File: config.mk
export PLATFORM = sky130hd
export DESIGN_NAME = card_strobe_seq
export DESIGN_NICKNAME = d
export VERILOG_FILES = /design/src/rtl/card_strobe_pkg.sv /design/src/rtl/cs_sync.sv /design/src/rtl/cs_phase_ctl.sv /design/src/rtl/cs_strobe_dec.sv /design/src/rtl/card_strobe_seq.sv
export SDC_FILE = /design/constraint.sdc
export NUM_CORES = 1
export LEC_CHECK = 0
export ABC_AREA = 1
export BUFFER_PORTS_ARGS = -buffer_cell sky130_fd_sc_hd__buf_2
export CAP_MARGIN = 25
export CORE_ASPECT_RATIO = 1.1
export CORE_MARGIN = 3
export CORE_UTILIZATION = 35
export CTS_CLUSTER_SIZE = 12
export DETAILED_ROUTE_END_ITERATION = 8
export PLACE_DENSITY = 0.57
export REMOVE_ABC_BUFFERS = 1
export SLEW_MARGIN = 10
export SYNTH_ARGS = -nofsm -noshare
export SYNTH_HDL_FRONTEND = slang
export SYNTH_SLANG_ARGS = --single-unit
File: constraint.sdc
create_clock -name clk -period 1.9 [get_ports clk]
set_input_delay 0.095 -clock clk [delete_from_list [all_inputs] [get_ports clk]]
set_output_delay 0.095 -clock clk [all_outputs]
set_load 0.005 [all_outputs]
File: src/rtl/card_strobe_pkg.sv
`timescale 1ns/1ps
package card_strobe_pkg;

   typedef enum logic [1:0] {
      PH_IDLE   = 2'd0,
      PH_SETUP  = 2'd1,
      PH_STROBE = 2'd2,
      PH_HOLD   = 2'd3
   } phase_e;

   // access kind is {io, wr}
   localparam int KIND_NUM = 4;
   typedef logic [1:0] kind_t;

endpackage

File: src/rtl/cs_sync.sv
`timescale 1ns/1ps
module cs_sync #(
   parameter int STAGES = 2
) (
   input  logic clk,
   input  logic rst_n,
   input  logic d_i,
   output logic q_o
);
   generate
      if (STAGES < 2) begin : g_bad_stages
         $error("cs_sync needs at least two stages");
      end
   endgenerate

   logic [STAGES-1:0] sh_q;

   always_ff @(posedge clk or negedge rst_n) begin
      if (!rst_n) sh_q <= '0;
      else        sh_q <= {sh_q[STAGES-2:0], d_i};
   end

   assign q_o = sh_q[STAGES-1];
endmodule

File: src/rtl/cs_phase_ctl.sv
`timescale 1ns/1ps
module cs_phase_ctl
   import card_strobe_pkg::*;
#(
   parameter int CNT_W = 4
) (
   input  logic             clk,
   input  logic             rst_n,
   input  logic             req_i,
   input  logic             wr_i,
   input  logic             io_i,
   input  logic [CNT_W-1:0] setup_cnt_i,
   input  logic [CNT_W-1:0] strobe_cnt_i,
   input  logic [CNT_W-1:0] hold_cnt_i,
   input  logic             wait_en_i,
   input  logic             wait_s_i,
   output phase_e           phase_o,
   output kind_t            kind_o,
   output logic             done_o
);
   generate
      if (CNT_W < 1) begin : g_bad_cw
         $error("cs_phase_ctl needs CNT_W >= 1");
      end
   endgenerate

   localparam int NW = CNT_W + 1;
   localparam logic [NW-1:0] ONE = NW'(1);

   phase_e          phase_q;
   kind_t           kind_q;
   logic [NW-1:0]   cnt_q;
   logic [NW-1:0]   len_q;
   logic [NW-1:0]   hold_q;
   logic            wen_q;

   logic [NW-1:0]   s_eff, l_eff, h_eff;
   logic            last;

   always_comb begin
      s_eff = (setup_cnt_i == '0) ? ONE : {1'b0, setup_cnt_i};
      s_eff = s_eff + NW'(io_i & wr_i);
      l_eff = (strobe_cnt_i == '0) ? ONE : {1'b0, strobe_cnt_i};
      l_eff = l_eff + NW'(wait_en_i);
      h_eff = (hold_cnt_i == '0) ? ONE : {1'b0, hold_cnt_i};
   end

   assign last = (cnt_q == '0);

   always_ff @(posedge clk or negedge rst_n) begin
      if (!rst_n) begin
         phase_q <= PH_IDLE;
         kind_q  <= '0;
         cnt_q   <= '0;
         len_q   <= '0;
         hold_q  <= '0;
         wen_q   <= 1'b0;
      end else begin
         unique case (phase_q)
            PH_IDLE: begin
               if (req_i) begin
                  phase_q <= PH_SETUP;
                  kind_q  <= {io_i, wr_i};
                  cnt_q   <= s_eff - ONE;
                  len_q   <= l_eff;
                  hold_q  <= h_eff;
                  wen_q   <= wait_en_i;
               end
            end
            PH_SETUP: begin
               if (last) begin
                  phase_q <= PH_STROBE;
                  cnt_q   <= len_q - ONE;
               end else begin
                  cnt_q   <= cnt_q - ONE;
               end
            end
            PH_STROBE: begin
               if (!last) begin
                  cnt_q <= cnt_q - ONE;
               end else if (!(wen_q && wait_s_i)) begin
                  phase_q <= PH_HOLD;
                  cnt_q   <= hold_q - ONE;
               end
            end
            PH_HOLD: begin
               if (last) phase_q <= PH_IDLE;
               else      cnt_q   <= cnt_q - ONE;
            end
            default: phase_q <= PH_IDLE;
         endcase
      end
   end

   assign phase_o = phase_q;
   assign kind_o  = kind_q;
   assign done_o  = (phase_q == PH_HOLD) && last;
endmodule

File: src/rtl/cs_strobe_dec.sv
`timescale 1ns/1ps
module cs_strobe_dec
   import card_strobe_pkg::*;
(
   input  phase_e                phase_i,
   input  kind_t                 kind_i,
   output logic                  addr_vld_o,
   output logic [KIND_NUM-1:0]   stb_o,
   output logic                  data_oe_o
);
   assign addr_vld_o = (phase_i != PH_IDLE);
   assign data_oe_o  = (phase_i != PH_IDLE) && kind_i[0];

   generate
      for (genvar k = 0; k < KIND_NUM; k++) begin : g_stb
         assign stb_o[k] = (phase_i == PH_STROBE) && (kind_i == kind_t'(k));
      end
   endgenerate
endmodule

File: src/rtl/card_strobe_seq.sv
`timescale 1ns/1ps
module card_strobe_seq
   import card_strobe_pkg::*;
#(
   parameter int CNT_W       = 4,
   parameter int SYNC_STAGES = 2
) (
   input  logic             clk,
   input  logic             rst_n,
   input  logic             req_i,
   input  logic             wr_i,
   input  logic             io_i,
   input  logic [CNT_W-1:0] setup_cnt_i,
   input  logic [CNT_W-1:0] strobe_cnt_i,
   input  logic [CNT_W-1:0] hold_cnt_i,
   input  logic             wait_en_i,
   input  logic             card_wait_i,
   output logic             addr_vld_o,
   output logic             mem_oe_o,
   output logic             mem_we_o,
   output logic             io_rd_o,
   output logic             io_wr_o,
   output logic             data_oe_o,
   output logic             done_o
);
   phase_e              phase;
   kind_t               kind;
   logic                wait_s;
   logic [KIND_NUM-1:0] stb;

   cs_sync #(.STAGES(SYNC_STAGES)) sync_i (
      .clk   (clk),
      .rst_n (rst_n),
      .d_i   (card_wait_i),
      .q_o   (wait_s)
   );

   cs_phase_ctl #(.CNT_W(CNT_W)) ctl_i (
      .clk          (clk),
      .rst_n        (rst_n),
      .req_i        (req_i),
      .wr_i         (wr_i),
      .io_i         (io_i),
      .setup_cnt_i  (setup_cnt_i),
      .strobe_cnt_i (strobe_cnt_i),
      .hold_cnt_i   (hold_cnt_i),
      .wait_en_i    (wait_en_i),
      .wait_s_i     (wait_s),
      .phase_o      (phase),
      .kind_o       (kind),
      .done_o       (done_o)
   );

   cs_strobe_dec dec_i (
      .phase_i    (phase),
      .kind_i     (kind),
      .addr_vld_o (addr_vld_o),
      .stb_o      (stb),
      .data_oe_o  (data_oe_o)
   );

   assign mem_oe_o = stb[0];
   assign mem_we_o = stb[1];
   assign io_rd_o  = stb[2];
   assign io_wr_o  = stb[3];
endmodule

## After elaboration in Yosys (flattened, before gate mapping)

Index checks and enable logic that the tools add are counted.

| storage, ports and cells | value |
|---|---|
| bits of input ports | 19 |
| register bits after elaboration | 22 |
| logic and storage cells | 59 |
| output and inout port bits | 7 |

| cells by class | value |
|---|---|
| equality and inequality tests | 13 |
| muxes and demuxes | 15 |
| add/sub/neg operators | 6 |
| reduce and logical (&&, ||, !) cells | 17 |
| bitwise operators | 1 |

Operators by type and width:

| cell | number |
|---|---|
| 5-bit two-way mux | 5 |
| 5-bit case mux with 4 select lines | 1 |
| 5-bit by 1-bit subtractor with 5-bit output, second input constant | 4 |
| 4-bit zero test | 3 |
| 4-bit two-way mux | 3 |
| 2-bit two-way mux | 5 |
| 2-bit == test, second input constant | 4 |
| 2-bit case mux with 4 select lines | 1 |
| 1-bit logical AND | 7 |
| 2-bit by 1-bit inequality test with 1-bit output, second input constant | 3 |
| 2-bit inequality test, second input constant | 3 |
| 5-bit by 1-bit adder with 5-bit output | 1 |
| 5-bit adder | 1 |
| 5-bit zero test | 1 |
| 5-bit AND reduction | 1 |
| 2-bit by 1-bit == test with 1-bit output, second input constant | 2 |
| 2-bit zero test | 2 |
| 3-bit inequality test, second input constant | 1 |
| 3-bit AND reduction | 1 |
| 2-bit AND reduction | 1 |
| 2-bit nonzero test | 1 |
| 1-bit bitwise AND | 1 |

## Depth between registers and ports, before layout

Gate-level depths: netlist of run 1.

| depth | value |
|---|---|
| depth in word-level cells | 6 |
| mapped depth | 11 |

## Cells and area by module

From an unflattened synthesis of run 1, not the netlist that was laid out.

| unflattened totals | value |
|---|---|
| cells, all modules | 203 |
| area total of the unflattened synthesis | 1505.2 µm² |

By module, submodules not included:

| module | cells each | instances | area an instance (µm²) |
|---|---|---|---|
| cs_phase_ctl | 186 | 1 | 1396.3 |
| cs_strobe_dec | 15 | 1 | 58.8 |
| cs_sync | 2 | 1 | 50.0 |

## Least setup slack after synthesis of run 1

No wires, ideal clock.

| timing path | value |
|---|---|
| path type | register to register |
| start | reg ctl_i.phase_q[0] (netlist: ctl_i.phase_o[0]) |
| end | reg ctl_i.cnt_q[1] |
| clock period less this slack | 1.358 ns |
| arrival | 1.284 ns |
| setup time | 0.074 ns |
| path slack | 0.542 ns |
| path buffers | 0 |
| stages on the path, launching flop included | 11 |
| data required time | 1.826 ns |
| path through | dfrtp_1 -> inv_1 -> ha_1 -> inv_2 -> nand3_1 -> nand2_1 -> nand2_1 -> inv_1 -> o21ai_0 -> nand2_1 -> o21ai_2 |

| between the ends | value |
|---|---|
| cells in the longest elaborated chain, start to end | 3 |

RTL lines:

| what | line | source |
|---|---|---|
| from (decl) | cs_phase_ctl.sv:30 | `phase_e phase_q;` |
| from (signal assigned) | cs_phase_ctl.sv:52 | `phase_q <= PH_IDLE;` |
| from (signal assigned) | cs_phase_ctl.sv:62 | `phase_q <= PH_SETUP;` |
| from (signal assigned) | cs_phase_ctl.sv:72 | `phase_q <= PH_STROBE;` |
| 2-bit == test or 2-bit zero test (tied branches) | cs_phase_ctl.sv:59 | `unique case (phase_q)` |
| 3-bit inequality test (no line) or 2-bit inequality test (tied branches) | - |  |
| 3-bit AND reduction (no line) | - |  |
| to (signal assigned) | cs_phase_ctl.sv:64 | `cnt_q <= s_eff - ONE;` |
| to (signal assigned) | cs_phase_ctl.sv:73 | `cnt_q <= len_q - ONE;` |
| to (signal assigned) | cs_phase_ctl.sv:75 | `cnt_q <= cnt_q - ONE;` |
| to (decl) | cs_phase_ctl.sv:32 | `logic [NW-1:0] cnt_q;` |

Parallel ways exist; a longest one is shown, timed or not.
A chain may end at the register's enable or synchronous reset.

## Worst setup path in the final report of run 1

Ends and elaborated chain as after synthesis.

==> run metrics, run 1 <==
result of the run=finished, final reports clean; setup total negative slack=0 ns; number of warnings printed during yosys synthesis=0; post-synth top area share=0.3760; number of synthesized flops with an enable pin=0; fraction of the mapped netlist area in simple logic gates=0.2668; first-pass GRT wire length=5085 µm; largest family of logic cells by synthesized area=simple AND/OR/NAND/NOR gates; number of global-route vias before repair=1,201; flops & latches, synth=21; count of final hold-check violations=0; Boundary Pins=26; fmax=0.6068 GHz; fraction of final layout cells with drive strength greater than 1=0.1872; category of the most critical setup path=reg2reg; critical path fanouts, max=9; endpoint arrival time on the critical path=1.85 ns; Tightest Hold Check Type=in2reg; multiplexer area fraction after synthesis=0; total number of cells along the worst setup path=10; buffer levels on the longest clock path=2; most used standard cells in the synthesized netlist=43 x sky130_fd_sc_hd__nand2_1, 29 x sky130_fd_sc_hd__inv_1, 21 x sky130_fd_sc_hd__dfrtp_1; vias=1,279; number of buffers and inverters on the critical path=3; H-tree Lvls=1; final weighted congestion in routability-driven placement=0.7729; most area-hungry cell type in the Yosys netlist=sky130_fd_sc_hd__dfrtp_1; leading cell types by total area after synthesis=sky130_fd_sc_hd__dfrtp_1 38%, sky130_fd_sc_hd__nand2_1 12%, sky130_fd_sc_hd__ha_1 11%, sky130_fd_sc_hd__inv_1 7.8%, sky130_fd_sc_hd__o21ai_0 5.0%; Post-Place Setup Slack=0.2859 ns; final setup violation count=0; slew margin rel.=0.6794; final setup skew=0.004130 ns; # Post-CTS Setup Buffers=0; logic depth of the worst register-to-register path=10; sinks on the clock net=21; chip width=66.25 µm; Starting DRT DRC Count=53; leakage dissipation=0.8655 nW; most frequent cell after synthesis=sky130_fd_sc_hd__nand2_1; count of inserted antenna diode cells=0; data required time at the worst endpoint=2.10 ns; global-route usage over all layers=0.1371; share of the yosys chip area belonging to registers=0.3760; total overflow reported by the global router=0; via count normalized by instance count=4.755; Root Buffer=sky130_fd_sc_hd__clkbuf_8; final antenna-violating net count=0; final net count=251; peak supply drop=0.6342 mV; slack of the critical path=0.2520 ns; slew at the pin closest to its max-slew limit=0.4809 ns; total placed cells including tap cells=263; TritonCTS buffer count=3; clock tree from TritonCTS=yes; asr flop ratio synth=1.000; Hold Crit Depth=3; floorplan die area=4788 µm²; Post-synth top flop=sky130_fd_sc_hd__dfrtp_1; total of buffers placed on input and output ports=25; maximum number of pins on one net before global-route repair=22; First-pass DRT Iterations=4; row count=23; total core area=3741 µm²; setup repair after global routing missed its margin=no; dominant delay contributor by cell family on the critical path=flip-flops; DRC violation count after routing=0; post-synth cell types=24; number of antenna violations at the first check in global routing=0; Chip Height=72.28 µm; chain of cells forming the critical path=inv_1, ha_1, inv_2, nand3_1, nand2_1, nand2_1, inv_1, o21ai_0, nand2_1, o21ai_2; total standard cell area after synthesis=1398 µm²; max incr delay on CP=0.40 ns; Max-cap violations=0; count of final max-slew check failures=0; type of element launching the critical path=register; endpoint type of the worst setup path=register; crit-path most repeated cell=sky130_fd_sc_hd__nand2_1; Synth Area in XOR/XNOR=0.02507; cell with the biggest individual delay on the critical path=sky130_fd_sc_hd__dfrtp_1; final period utilization=0.8674; final non-filler cell total=269; initial standard-cell utilization of the core=0.3736; synthesized-area fraction occupied by ao, oa, aoi and oai cells=0.1334; clock transition at the registers of the reported paths=0.08 ns; insertion delay to the later sink of the worst-skew pair=0.26 ns; Tmin final=1.648 ns; PwrDens=1548 nW/µm²; detailed-route wire length per cell=11.22 µm; mean cell area of the mapped netlist=7.395 µm²; area grow syn2layout=18.35%; share of the core filled with cells=0.4421; adder-cell area share of the yosys netlist=0.1074; post-DP HPWL=2391 µm; total routed wirelength=3019 µm; synthesized netlist cell count=189
## worst min-delay path, cell delays in order
cell and delay, ns:
sky130_fd_sc_hd__buf_2 0.09, sky130_fd_sc_hd__nand2_1 0.05, sky130_fd_sc_hd__nand2_1 0.05
## per-stage QoR
step	hold WS, ns	power (mW)	cell area (µm²)
6_report	0.04726	2.561	1654
5_1_grt	0.06823	2.856	1654
4_1_cts	0.05509	2.578	1654
3_5_place_dp	0.09035	2.270	1589
3_3_place_gp	0.08469	2.288	1589
2_1_floorplan	-0.2006	1.891	1386
## cell usage in the layout (no fill, tap or decap), drive strengths merged, types with 7 or more instances in the layout
cell and instances:
a21oi 11, buf 27, dfrtp 21, ha 12, inv 31, nand2 46, nand3 12, nor2 17
nor3 7, o21ai 16
## final cells by class
class,instances,area [µm²]
multi-input cells,134,744.5
well taps,50,62.56
fillers,405,2087
clock buffers,4,45.04
flip-flops and latches,21,525.5
inverters,31,116.4
repair buffers,29,160.2
## power by group
group | switching, mW | total (mW) | leakage, nW | internal [mW]
clock | 0.150 | 0.299 | 0.0228 | 0.149
combinational | 0.884 | 1.45 | 0.587 | 0.568
sequential | 0.158 | 0.809 | 0.256 | 0.651
total | 1.19 | 2.56 | 0.866 | 1.37
## layer usage
layer	wire (µm)	part of all wire	global-route usage
met1	1476	0.49	0.1877
met2	1366	0.45	0.2249
met3	153	0.051	0.01858
met4	22	0.0073	0.04063
met5	0	0	0
## worst paths after layout
path                                         startpoint                     endpoint  slack (ns)
max in group asynchronous                         rst_n  ctl_i.kind_o[1]$_DFFE_PN0P_        1.25
hold / removal                                wait_en_i      ctl_i.wen_q$_DFFE_PN0P_        0.05
setup / recovery           ctl_i.phase_o[0]$_DFFE_PN0P_   ctl_i.cnt_q[1]$_DFFE_PN0P_        0.25
setup reg to reg           ctl_i.phase_o[0]$_DFFE_PN0P_   ctl_i.cnt_q[1]$_DFFE_PN0P_        0.25
hold reg to reg                sync_i.sh_q[0]$_DFF_PN0_     sync_i.sh_q[1]$_DFF_PN0_        0.36
min in group asynchronous                         rst_n   ctl_i.cnt_q[2]$_DFFE_PN0P_        0.32
## cells by family after synthesis
group	Yosys count
AO/OA/AOI/OAI	33
XOR/XNOR	4
buffers and inverters	34
AND/OR/NAND/NOR	85
adder cells (fa/ha/maj)	12
flip-flops	21
## flip-flops by register name, summed over array words and instances, names as in the netlist
| signal | cells |
|---|---|
| ctl_i.len_q | 5 |
| ctl_i.hold_q | 4 |
| ctl_i.phase_o | 2 |
| ctl_i.cnt_q | 5 |
| sync_i.sh_q | 2 |
| ctl_i.kind_o | 2 |
| ctl_i.wen_q | 1 |
## repair_timing
item                       in CTS  in global routing
gates resized for setup         0                  0
setup endpoints to repair       0                  0
hold endpoints to repair       22                  0
hold buffers                    2                  0
Power figures use the tool's default switching activity.
==> run 2: changes to the inputs <==
--- a/config.mk
+++ b/config.mk
@@ -13,9 +13,10 @@
 export CORE_UTILIZATION = 35
 export CTS_CLUSTER_SIZE = 12
 export DETAILED_ROUTE_END_ITERATION = 8
-export PLACE_DENSITY = 0.57
+export PLACE_DENSITY = 0.56
 export REMOVE_ABC_BUFFERS = 1
 export SLEW_MARGIN = 10
 export SYNTH_ARGS = -nofsm -noshare
 export SYNTH_HDL_FRONTEND = slang
+export SYNTH_HIERARCHICAL = 1
 export SYNTH_SLANG_ARGS = --single-unit
==> run metrics, run 2 <==
mean cell area of the mapped netlist=7.415 µm² (+0.27%); setup total negative slack=0 ns (unchanged); max incr delay on CP=0.43 ns (+0.03 ns); setup repair after global routing missed its margin=no; share of the yosys chip area belonging to registers=0.3491 (-0.02688); floorplan die area=5124 µm² (+7.0%); slew at the pin closest to its max-slew limit=0.4803 ns (-0.0006292 ns); combinational share of power=0.591 (+0.024); detailed-route wire length per cell=10.93 µm (-2.6%); fraction of final layout cells with drive strength greater than 1=0.2403 (+0.05313); number of synthesized flops with an enable pin=0 (unchanged); DRC violation count after routing=0 (unchanged); cell internal pwr=1.434 mW (+4.8%); most area-hungry cell type in the Yosys netlist=sky130_fd_sc_hd__dfrtp_1; data required time at the worst endpoint=2.09 ns (about the same); vias=1,323 (+3.4%); startpoint of the lowest-slack register-to-register path=ctl_i/phase_o[0]$_DFFE_PN0P_; TritonCTS buffer count=3 (unchanged); slew margin rel.=0.6798 (about the same); total routed wirelength=3114 µm (+3.1%); post-synth top area share=0.3491 (-0.02688); # Post-CTS Setup Buffers=0 (unchanged); post-synth cell types=29 (+21%); total overflow reported by the global router=0 (unchanged); Placement Cell Area=1698 µm² (+6.9%); slack of the critical path=0.1991 ns (-0.05285 ns); count of final max-slew check failures=0 (unchanged); leakage dissipation=0.9273 nW (+7.1%); asr flop ratio synth=1.000 (unchanged); total standard cell area after synthesis=1505 µm² (+7.7%); clock tree from TritonCTS=yes; leading cell types by total area after synthesis=sky130_fd_sc_hd__dfrtp_1 35%, sky130_fd_sc_hd__nand2_1 12%, sky130_fd_sc_hd__ha_1 10%, sky130_fd_sc_hd__inv_1 6.0%, sky130_fd_sc_hd__nor2_1 5.7%; clock transition at the registers of the reported paths=0.08 ns (about the same); biggest registers after layout=ctl_i/cnt_q x5, ctl_i/len_q x5, ctl_i/hold_q x4; initial standard-cell utilization of the core=0.3713 (-0.002282); endpoint type of the worst setup path=register; worst hold margin=0.03622 ns (-0.01104 ns); sinks on the clock net=21 (unchanged); fmax=0.5879 GHz (-3.1%); total of buffers placed on input and output ports=25 (unchanged); sw frac=0.4763 (+0.01078); Post-synth top flop=sky130_fd_sc_hd__dfrtp_1; Tightest Hold Check Type=in2reg; number of warnings printed during yosys synthesis=6 (+6); type of element launching the critical path=register; most frequent cell after synthesis=sky130_fd_sc_hd__nand2_1; first-pass GRT wire length=5430 µm (+6.8%); Hold Crit Depth=3 (unchanged); highest-count cells in the layout ignoring fill and taps=50 x sky130_fd_sc_hd__nand2_1, 25 x sky130_fd_sc_hd__buf_2, 24 x sky130_fd_sc_hd__inv_1; final net count=265 (+5.6%); peak supply drop=0.5272 mV (-17%); maximum number of pins on one net before global-route repair=22 (unchanged); most used standard cells in the synthesized netlist=50 x sky130_fd_sc_hd__nand2_1, 24 x sky130_fd_sc_hd__inv_1, 23 x sky130_fd_sc_hd__nor2_1; Met2 Wirelength=1518 µm (+11%); Tmin final=1.701 ns (+0.05285 ns); most frequent standard cell in the layout excluding fill and tap cells=sky130_fd_sc_hd__nand2_1; chip width=68.53 µm (+3.4%); final weighted congestion in routability-driven placement=0.7759 (+0.39%); total core area=4054 µm² (+8.4%); endpoint of the most critical register-to-register path=ctl_i/cnt_q[1]$_DFFE_PN0P_; cell with the biggest individual delay on the critical path=sky130_fd_sc_hd__dfrtp_1; R2R Setup Slk=0.20 ns (-0.05 ns); Max-cap violations=0 (unchanged); proportion of power drawn by flip-flops and latches=0.299 (-0.017); via count normalized by instance count=4.642 (-2.4%); H-tree Lvls=1 (unchanged); final non-filler cell area=1767 µm² (+6.8%); insertion delay to the later sink of the worst-skew pair=0.26 ns (about the same); top layer in use=met4; met1 layer wirelength in the final routing=1428 µm (-3.3%); final setup skew=0.0007684 ns (-0.003361 ns); result of the run=finished, final reports clean; Root Buffer=sky130_fd_sc_hd__clkbuf_8; final antenna-violating net count=0 (unchanged); synthesized netlist cell count=203 (+7.4%); row count=24 (+4.3%); count of inserted antenna diode cells=0 (unchanged); post-DP HPWL=2535 µm (+6.0%); chain of cells forming the critical path=inv_1, ha_1, nand3_1, nand2_4, a21oi_4, inv_4, a21oi_2, nand2_1, o21ai_1; Psw=1.305 mW (+9.4%); flops & latches, synth=21 (unchanged); Min-Delay Endpoint=ctl_i/kind_o[0]$_DFFE_PN0P_; number of buffers and inverters on the critical path=2 (-1); share of power burned in the clock network=0.110 (-0.007); dominant delay contributor by cell family on the critical path=flip-flops; number of antenna violations at the first check in global routing=0 (unchanged); critical path fanouts, max=6 (-3); First-pass DRT Iterations=4 (unchanged); post-CTS sizing=0 (unchanged); endpoint arrival time on the critical path=1.89 ns (+0.04 ns); area grow syn2layout=17.37%; Post-Place Setup Slack=0.2199 ns (-0.06604 ns); Chip Height=74.78 µm (+3.5%); met3 wire length=130 µm (-15%); buffer levels on the longest clock path=2 (unchanged); number of global-route vias before repair=1,250 (+4.1%); category of the most critical setup path=reg2reg; final period utilization=0.8952 (+0.02782); count of final hold-check violations=0 (unchanged); global-route usage over all layers=0.1403 (+0.003144); share of the core filled with cells=0.4358 (-0.006338); PwrDens=1551 nW/µm² (+0.16%); logic depth of the worst register-to-register path=9 (-1); Boundary Pins=26 (unchanged); final setup violation count=0 (unchanged); hold path startpoint=wr_i; Starting DRT DRC Count=57 (+7.5%)
-- run 2: cell types whose count changed after synthesis, moves of 5 or more --
| cell | delta |
|---|---|
| sky130_fd_sc_hd__nor2_1 | +8 |
| sky130_fd_sc_hd__nand2_1 | +7 |
| sky130_fd_sc_hd__inv_1 | -5 |
| sky130_fd_sc_hd__inv_2 | +5 |
| sky130_fd_sc_hd__o21ai_0 | -5 |
| sky130_fd_sc_hd__o21ai_1 | +5 |
-- run 2: logic make-up after synthesis --
logic type | count (synthesis) | synth area share
and+or+nand+nor | 100 | 0.3150
buffers and inverters | 35 | 0.08978
AOI/OAI and AO/OA | 31 | 0.1230
DFF | 21 | 0.3491
adders and majority gates | 12 | 0.09975
xor gates and xnor gates | 4 | 0.02328
-- run 2: worst max path at each step --
| stage | from | to | slack, ns | cells past startpoint |
|---|---|---|---|---|
| 6_report | ctl_i/phase_o[0]$_DFFE_PN0P_ | ctl_i/cnt_q[1]$_DFFE_PN0P_ | 0.20 | 9 |
| 5_1_grt | ctl_i/phase_o[0]$_DFFE_PN0P_ | ctl_i/cnt_q[0]$_DFFE_PN0P_ | 0.03 | 9 |
| 4_1_cts | ctl_i/phase_o[0]$_DFFE_PN0P_ | ctl_i/cnt_q[1]$_DFFE_PN0P_ | 0.18 | 9 |
| 3_5_place_dp | ctl_i/phase_o[0]$_DFFE_PN0P_ | ctl_i/cnt_q[1]$_DFFE_PN0P_ | 0.22 | 9 |
| 3_3_place_gp | ctl_i/phase_o[0]$_DFFE_PN0P_ | ctl_i/cnt_q[1]$_DFFE_PN0P_ | 0.28 | 9 |
| 2_1_floorplan | ctl_i/phase_o[0]$_DFFE_PN0P_ | ctl_i/cnt_q[0]$_DFFE_PN0P_ | 0.40 | 9 |
-- run 2: final cells by class --
class,count,area [µm²]
clock buffers,3,41.29
clock inverters,1,7.507
fillers,448,2287
inverters,32,122.6
multi-input cells,147,844.6
flip-flops and latches,21,525.5
well taps,52,65.06
repair buffers,29,160.2
-- run 2: power groups by stage --
stage	clock network [mW]	logic [mW]	registers, mW
final	0.302	1.62	0.820
after global routing	0.344	1.87	0.853
after CTS	0.320	1.64	0.823
after detailed placement	0	1.63	0.830
after global placement	0	1.63	0.827
after floorplan	0	1.28	0.786
-- run 2: what timing repair did --
action | in CTS | in global routing
endpoints found under the setup margin | 0 | 0
endpoints found under the hold margin | 22 | 0
hold buffers | 2 | 0
-- run 2: worst register-to-register path: stages (launching register included) --
cell	delay, ns
sky130_fd_sc_hd__dfrtp_1	0.43
sky130_fd_sc_hd__inv_1	0.11
sky130_fd_sc_hd__ha_1	0.30
sky130_fd_sc_hd__nand3_1	0.20
sky130_fd_sc_hd__nand2_4	0.07
sky130_fd_sc_hd__a21oi_4	0.23
sky130_fd_sc_hd__inv_4	0.07
sky130_fd_sc_hd__a21oi_2	0.10
sky130_fd_sc_hd__nand2_1	0.05
sky130_fd_sc_hd__o21ai_1	0.07
-- run 2: metal layers --
metal,global-route usage,up-vias
met5,0,-
met1,0.1758,595
li1,-,703
met4,0.03311,0
met2,0.2386,21
met3,0.03731,4
-- run 2: through the flow --
stage	cells	power, mW
2_1_floorplan	200	2.064
3_3_place_gp	279	2.455
4_1_cts	285	2.782
3_5_place_dp	279	2.455
6_report	285	2.739
5_1_grt	285	3.069
